--- config.mk ---
export PLATFORM = sky130hd
export DESIGN_NAME = bus_hold_arbiter
export DESIGN_NICKNAME = d
export VERILOG_FILES = /design/src/rtl/hold_arb_pkg.sv /design/src/rtl/hold_arb_sync.sv /design/src/rtl/hold_arb_fsm.sv /design/src/rtl/hold_arb_park.sv /design/src/rtl/bus_hold_arbiter.sv
export SDC_FILE = /design/constraint.sdc
export NUM_CORES = 1
export LEC_CHECK = 0
export CAP_MARGIN = 30
export CORE_AREA = 2 2 39 41
export DETAILED_ROUTE_END_ITERATION = 16
export DIE_AREA = 0 0 41 43
export DONT_BUFFER_PORTS = 1
export GPL_ROUTABILITY_DRIVEN = 0
export SLEW_MARGIN = 20
export SYNTH_ARGS = -nofsm -noshare
export SYNTH_HDL_FRONTEND = slang
export SYNTH_SLANG_ARGS = --single-unit
--- constraint.sdc ---
create_clock -name clk -period 1.6 [get_ports clk]
set_input_delay 0.48 -clock clk [delete_from_list [all_inputs] [get_ports clk]]
set_output_delay 0.48 -clock clk [all_outputs]
set_load 0.01 [all_outputs]
--- src/rtl/hold_arb_pkg.sv ---
// Shared types for the bus hold request arbiter.
package hold_arb_pkg;

    // Bus ownership phases.
    typedef enum logic [1:0] {
        ARB_OWN  = 2'd0,   // core owns the bus
        ARB_HELD = 2'd1,   // external master owns the bus
        ARB_TAIL = 2'd2    // request dropped, acknowledge still low
    } arb_state_t;

endpackage

--- src/rtl/hold_arb_sync.sv ---
// Multi-stage synchronizer for the asynchronous active-low hold request.
// Assumes: the input may change at any time relative to clk; the output is
// the inverted (active-high) request, delayed by STAGES edges.
module hold_arb_sync #(
    parameter int STAGES = 2
) (
    input  logic clk,
    input  logic rst_n,
    input  logic req_n_async,
    output logic req_sync
);
    logic [STAGES-1:0] chain;

    genvar g;
    generate
        for (g = 0; g < STAGES; g++) begin : g_stage
            if (g == 0) begin : g_first
                // Capture the inverted raw pin.
                always_ff @(posedge clk) begin
                    if (!rst_n) chain[0] <= 1'b0;
                    else        chain[0] <= ~req_n_async;
                end
            end else begin : g_next
                // Shift through the remaining stages.
                always_ff @(posedge clk) begin
                    if (!rst_n) chain[g] <= 1'b0;
                    else        chain[g] <= chain[g-1];
                end
            end
        end
    endgenerate

    assign req_sync = chain[STAGES-1];
endmodule

--- src/rtl/hold_arb_fsm.sv ---
// Ownership state machine: grants the bus to the external master once no
// transaction is in progress, keeps the acknowledge low for TAIL_CYCLES after
// the request drops, and leaves the hold at once when nohold is set.
// Assumes: req is already synchronized.
module hold_arb_fsm
    import hold_arb_pkg::*;
#(
    parameter int TAIL_CYCLES = 1
) (
    input  logic clk,
    input  logic rst_n,
    input  logic req,
    input  logic nohold,
    input  logic xact_busy,
    output logic hold_ack_n,
    output logic drv_float,
    output logic cycle_ok
);
    localparam int CW = $clog2(TAIL_CYCLES + 1);
    localparam logic [CW-1:0] TAIL_LAST = CW'(TAIL_CYCLES - 1);

    arb_state_t      st, st_nx;
    logic [CW-1:0]   tail_cnt;
    logic            want;

    assign want = req && !nohold;

    // Next-state selection.
    always_comb begin
        st_nx = st;
        unique case (st)
            ARB_OWN:  if (want && !xact_busy) st_nx = ARB_HELD;
            ARB_HELD: if (nohold)             st_nx = ARB_OWN;
                      else if (!req)          st_nx = ARB_TAIL;
            ARB_TAIL: if (nohold || tail_cnt == TAIL_LAST) st_nx = ARB_OWN;
            default:                          st_nx = ARB_OWN;
        endcase
    end

    // State register.
    always_ff @(posedge clk) begin
        if (!rst_n) st <= ARB_OWN;
        else        st <= st_nx;
    end

    // Count the cycles spent in the acknowledge tail.
    always_ff @(posedge clk) begin
        if (!rst_n || st != ARB_TAIL) tail_cnt <= '0;
        else                          tail_cnt <= tail_cnt + 1'b1;
    end

    assign hold_ack_n = (st == ARB_OWN);
    assign drv_float  = (st != ARB_OWN);
    assign cycle_ok   = (st == ARB_OWN) && !want;

    assert_release_idle_R1: assert property (@(posedge clk) disable iff (!rst_n)
        $fell(hold_ack_n) |-> !$past(xact_busy));
    assert_no_cycle_in_hold_R2: assert property (@(posedge clk) disable iff (!rst_n)
        !hold_ack_n |-> !cycle_ok);
    assert_nohold_ignored_R4: assert property (@(posedge clk) disable iff (!rst_n)
        (nohold && hold_ack_n) |=> hold_ack_n);
    assert_nohold_exit_R5: assert property (@(posedge clk) disable iff (!rst_n)
        (nohold && !hold_ack_n) |=> (hold_ack_n && !drv_float));
endmodule

--- src/rtl/hold_arb_park.sv ---
// Core access gating while the bus is unavailable: parks one write without
// stalling, stalls on reads and on a second write.
// Assumes: a parked write is launched by the bus cycle controller in the
// first cycle that cycle_ok is high.
module hold_arb_park (
    input  logic clk,
    input  logic rst_n,
    input  logic cycle_ok,
    input  logic acc_req,
    input  logic acc_wr,
    output logic core_stall,
    output logic wr_parked
);
    logic blocked;

    assign blocked    = !cycle_ok;
    assign core_stall = blocked && acc_req && (!acc_wr || wr_parked);

    // Track the single parked write.
    always_ff @(posedge clk) begin
        if (!rst_n)                                      wr_parked <= 1'b0;
        else if (cycle_ok)                               wr_parked <= 1'b0;
        else if (acc_req && acc_wr)                      wr_parked <= 1'b1;
    end

    assert_stall_needs_access_R6: assert property (@(posedge clk) disable iff (!rst_n)
        core_stall |-> acc_req);
    assert_park_only_blocked_R7: assert property (@(posedge clk) disable iff (!rst_n)
        $rose(wr_parked) |-> !$past(cycle_ok));
endmodule

--- src/rtl/bus_hold_arbiter.sv ---
// Top of the bus hold request arbiter: synchronizer, ownership state
// machine and core access gating.
// Assumes: hold_req_n is asynchronous; all other inputs are synchronous.
module bus_hold_arbiter #(
    parameter int SYNC_STAGES = 2,
    parameter int TAIL_CYCLES = 1
) (
    input  logic clk,
    input  logic rst_n,
    input  logic hold_req_n,
    input  logic nohold,
    input  logic xact_busy,
    input  logic acc_req,
    input  logic acc_wr,
    output logic hold_ack_n,
    output logic drv_float,
    output logic cycle_ok,
    output logic core_stall,
    output logic wr_parked
);
    logic req_s;

    hold_arb_sync #(.STAGES(SYNC_STAGES)) u_sync (
        .clk(clk), .rst_n(rst_n), .req_n_async(hold_req_n), .req_sync(req_s)
    );

    hold_arb_fsm #(.TAIL_CYCLES(TAIL_CYCLES)) u_fsm (
        .clk(clk), .rst_n(rst_n), .req(req_s), .nohold(nohold),
        .xact_busy(xact_busy), .hold_ack_n(hold_ack_n),
        .drv_float(drv_float), .cycle_ok(cycle_ok)
    );

    hold_arb_park u_park (
        .clk(clk), .rst_n(rst_n), .cycle_ok(cycle_ok), .acc_req(acc_req),
        .acc_wr(acc_wr), .core_stall(core_stall), .wr_parked(wr_parked)
    );

    assert_float_tracks_ack_R9: assert property (@(posedge clk) disable iff (!rst_n)
        cycle_ok |-> (hold_ack_n && !drv_float));
endmodule

## After elaboration in Yosys (flattened, before gate mapping)

Cells that the tools add are included.

| operators by class | value |
|---|---|
| add/sub/neg operators | 1 |
| equal/unequal tests | 6 |
| multiplexer cells | 5 |
| bitwise operators | 3 |
| reduce and logical (&&, ||, !) cells | 19 |

Operators by type and width:

| cell | count |
|---|---|
| 2-to-1 mux 2 bit | 4 |
| logical AND 1 bit | 6 |
| logical NOT 1 bit | 6 |
| case mux 2 bit (3 select lines) | 1 |
| inequality test 2 x 1 -> 1 bit (second input constant) | 2 |
| logical OR 1 bit | 3 |
| inequality test 3 bit (second input constant) | 1 |
| inverter 1 bit | 3 |
| AND reduction 3 bit | 1 |
| == test 2 x 1 -> 1 bit (second input constant) | 1 |
| == test 2 bit (second input constant) | 1 |
| logical NOT 2 bit | 1 |
| inequality test 2 bit (second input constant) | 1 |
| nonzero test 2 bit | 1 |
| OR reduction 2 bit | 1 |
| adder 1 bit (second input constant) | 1 |

| word-level totals | value |
|---|---|
| bits in registers | 6 |
| output and inout bits | 5 |
| logic and storage cells | 39 |

## Depth between registers and ports, before layout

| depth | value |
|---|---|
| depth in word-level cells | 7 |
| mapped depth | 2 |
| mapped depth without buffers | 2 |

## By module

From an unflattened synthesis, not the netlist that was laid out.

| unflattened totals | value |
|---|---|
| cells, all modules | 23 |
| area total of the unflattened synthesis | 249.0 µm² |

By module, submodules not included:

| module | instances | cells each | area each (µm²) |
|---|---|---|---|
| hold_arb_fsm | 1 | 14 | 137.6 |
| hold_arb_sync | 1 | 4 | 60.1 |
| hold_arb_park | 1 | 5 | 51.3 |

## Worst setup path after synthesis

Ideal clock, no wire load.

| timing path | value |
|---|---|
| path type | input -> output |
| start | input nohold |
| end | output core_stall |
| data arrival time | 1.033 ns |
| required time | 1.120 ns |
| setup slack | 0.087 ns |
| stages | 2 |
| path through | nand2b_1 -> a221oi_1 |

| between the ends | value |
|---|---|
| longest elaborated chain between the ends | 7 |

Ends and longest elaborated chain:

| what | line | text |
|---|---|---|
| start: declaration | bus_hold_arbiter.sv:11 | `input logic nohold,` |
| logical NOT 1 bit | hold_arb_fsm.sv:26 | `assign want = req && !nohold;` |
| logical AND 1 bit | hold_arb_fsm.sv:26 |  |
| logical NOT 1 bit | hold_arb_fsm.sv:54 | `assign cycle_ok = (st == ARB_OWN) && !want;` |
| logical AND 1 bit | hold_arb_fsm.sv:54 |  |
| logical NOT 1 bit | hold_arb_park.sv:16 | `assign blocked = !cycle_ok;` |
| logical AND 1 bit (2 in a row) | hold_arb_park.sv:17 | `assign core_stall = blocked && acc_req && (!acc_wr \|\| wr_parked);` |
| end: declaration | bus_hold_arbiter.sv:18 | `output logic core_stall,` |

Every way passes these cells.

## Worst setup path in the final report

| timing path | value |
|---|---|
| start | register u_fsm.st[1] |
| end | output core_stall |

| between the ends | value |
|---|---|
| longest elaborated chain between the ends | 5 |

Ends and longest elaborated chain:

| what | line | text |
|---|---|---|
| start: declaration | hold_arb_fsm.sv:22 | `arb_state_t st, st_nx;` |
| start signal: assignment | hold_arb_fsm.sv:43 | `else st <= st_nx;` |
| logical NOT 2 bit | hold_arb_fsm.sv:54 |  |
| logical AND 1 bit | hold_arb_fsm.sv:54 |  |
| logical NOT 1 bit | hold_arb_park.sv:16 |  |
| logical AND 1 bit (2 in a row) | hold_arb_park.sv:17 |  |

Every way passes these cells.

==> flow_summary.toml <==
[status]
status = "finished clean"

[logic_synthesis]
synth_fp_nets = 32
ys_seq_elements = 6
netlist_area_um2 = 246.5
yosysSeqAreaShare = 0.4873
syn_inst = 25
syn_area_per_cell_um2 = 9.859
synth_cell_type_count = 14
yosys_warnings = 0

[clocking]
clk_latency_ns = 0.24
post_cts_buffers = 0
holdBufCountCts = 0
root_buffer = "clkbuf_4"
numCtsBuffers = 3
clock_sinks = 6
cts_htree_levels = 1
cts_tree = "done"
clk_pin_slew_ns = 0.04
clockBufferDepth = 2

[timing]
slew_headroom = 0.8497
slew_violations = 0
fin_crit_sh = 0.9548
setup_viol = 0
fmaxAchievable_mhz = 654.6
worstMarginPinSlew_ns = 0.2224
fin_crit_ns = 1.528
fin_skew_ns = 0.002162
holdWs_ns = 0.2972
final-hold-violation-count = 0
tns_ns = 0
grt_setup_unrepaired = "false"

[critical_path]
start_kind = "flop"
worstPathMaxFanout = 5
worst-path-buf-inv = 1
timing_worst_setup_path_type = "reg -> out"
end_kind = "output port"
crit_required_ns = 1.12
path_cells = "nor2_4 > a221oi_2 > buf_4"
rr_worst_depth = 2
cpMaxStageDelayCell = "dfxtp_4"
path_delay_family = "flip-flops"
timing.critical_path.arrival_ns = 1.05
critPathMaxStageDelay_ns = 0.37
cp.depth = 3

[final_layout]
area_growth_pct = 35.03
utilization = 0.2405
layout-drive-gt1-share = 0.5000
nNetsFinal = 39
n_antenna_cell = 0
stdcell_count = 46
n_fill_cell = 156

[detailed_routing]
wl_per_cell_um = 9.457
via_count = 194
drcViolationCount = 0
wirelength_um = 435
viasPerCell = 4.217
drt_pre_antenna_iters = 2
ant_nets = 0
drt_iter0_markers = 4

[global_routing]
global_route.usage.total = 0.07042
grt_max_degree = 6
antenna_found_initial = 0
overflow = 0
grt_pass1_wl_um = 710
first_global_vias = 181

[die]
pin_count = 12
die-area_um2 = 1763
dieHeight_um = 43
fp-row-count = 14
die_w_um = 41
initial_core_util = 0.1781
placeableCoreArea_um2 = 1384

[power]
power_density_nw_per_um2 = 921.4
finalPower_uw = 306.7
vdd_drop_max_v = 0.0003774
leakage_uw = 0.0001261

[placed_design]
dp.cells = 43
dp_hpwl_um = 346.1
io_buffers = 0

[flow_run]
cap_violations = 0

[hold_path]
hold_path_class = "in -> reg"
hold_depth = 1
[cell usage after synthesis]
master	n	area, um2
a21oi_1	1	5.000
nor2_1	2	7.510
nand3b_1	1	7.510
inv_1	4	15.01
a221oi_1	1	8.760
nand2b_1	2	12.51
and2_1	2	12.51
dfxtp_1	6	120.1
a211oi_1	1	7.510
nor4b_2	1	15.01
a21oi_2	1	8.760
or3b_1	1	8.760
and2b_2	1	8.760
nor4b_1	1	8.760
[cell usage in the layout, fill, tap and decap left out]
master and count:
nand3b_1 1, nor4b_2 1, a211oi_1 1, dfxtp_4 1, nor2_4 1, a21oi_1 1, nor2_1 1, inv_1 4
a221oi_2 1, or3b_1 1, nor4b_1 1, and2_1 2, a21oi_2 1, clkbuf_4 3, dfxtp_2 3, dfxtp_1 2
nand2b_1 1, nand2b_4 1, buf_4 2, and2b_2 1
[sequential cells by signal, indices dropped and copies added, names as in the netlist]
signal	cells
u_fsm.tail_cnt	1
u_sync.req_sync	1
u_fsm.st	2
u_sync.chain	1
u_park.wr_parked	1
[path summary, 6_finish.rpt]
kind                                     start               to  slack, ns
worst min register to register  u_fsm.tail_cnt   u_fsm.tail_cnt       0.42
worst min-delay path                hold_req_n  u_sync.chain[0]       0.30
worst max register to register     u_fsm.st[1]      u_fsm.st[1]       0.67
worst max-delay path               u_fsm.st[1]       core_stall       0.07
[routing by layer]
metal  vias up  GRT usage  wire length [um]
li1         96          -                 -
met1        84    0.06149               175
met2        14    0.08125               178
met3         0    0.09948                81
met4         0    0.04000                 0
met5         -          0                 0
[stage by stage]
| stage | setup slack, ns | cell area [um2] |
|---|---|---|
| after detailed placement | 0.02233 | 281.5 |
| after global placement | 0.05485 | 281.5 |
| final | 0.07224 | 332.8 |
| after global routing | 0.005273 | 332.8 |
| after floorplan | 0.08716 | 246.5 |
| after CTS | 0.02427 | 314.1 |
[power by group]
group          switching (uW)  total [uW]  leakage [uW]  internal [uW]
registers                2.15         154     0.0000510            152
clock network            53.1         138     0.0000138           84.7
logic                    6.95        14.9     0.0000612           7.99
[final cells by class]
class                           instances  area (um2)  area share
Sequential cell                         6       127.6      0.3835
Timing Repair Buffer                    2       15.01     0.04511
Multi-Input combinational cell         15       132.6      0.3985
Inverter                                4       15.01     0.04511
Tap cell                               16       20.02     0.06015
Clock buffer                            3       22.52     0.06767
[logic make-up (layout without fill, tap and decap cells)]
logic type,Yosys count,after routing,synth area share
and+or+nand+nor,11,11,0.3300
DFF,6,6,0.4873
AOI/OAI and AO/OA,4,4,0.1218
buffers and inverters,4,9,0.06090
[repair_timing]
action | CTS | global route
setup endpoints to repair | 1 | 3
resized for setup | 4 | 5
pin swaps | 0 | 1
(Power assumes the default switching activity.)
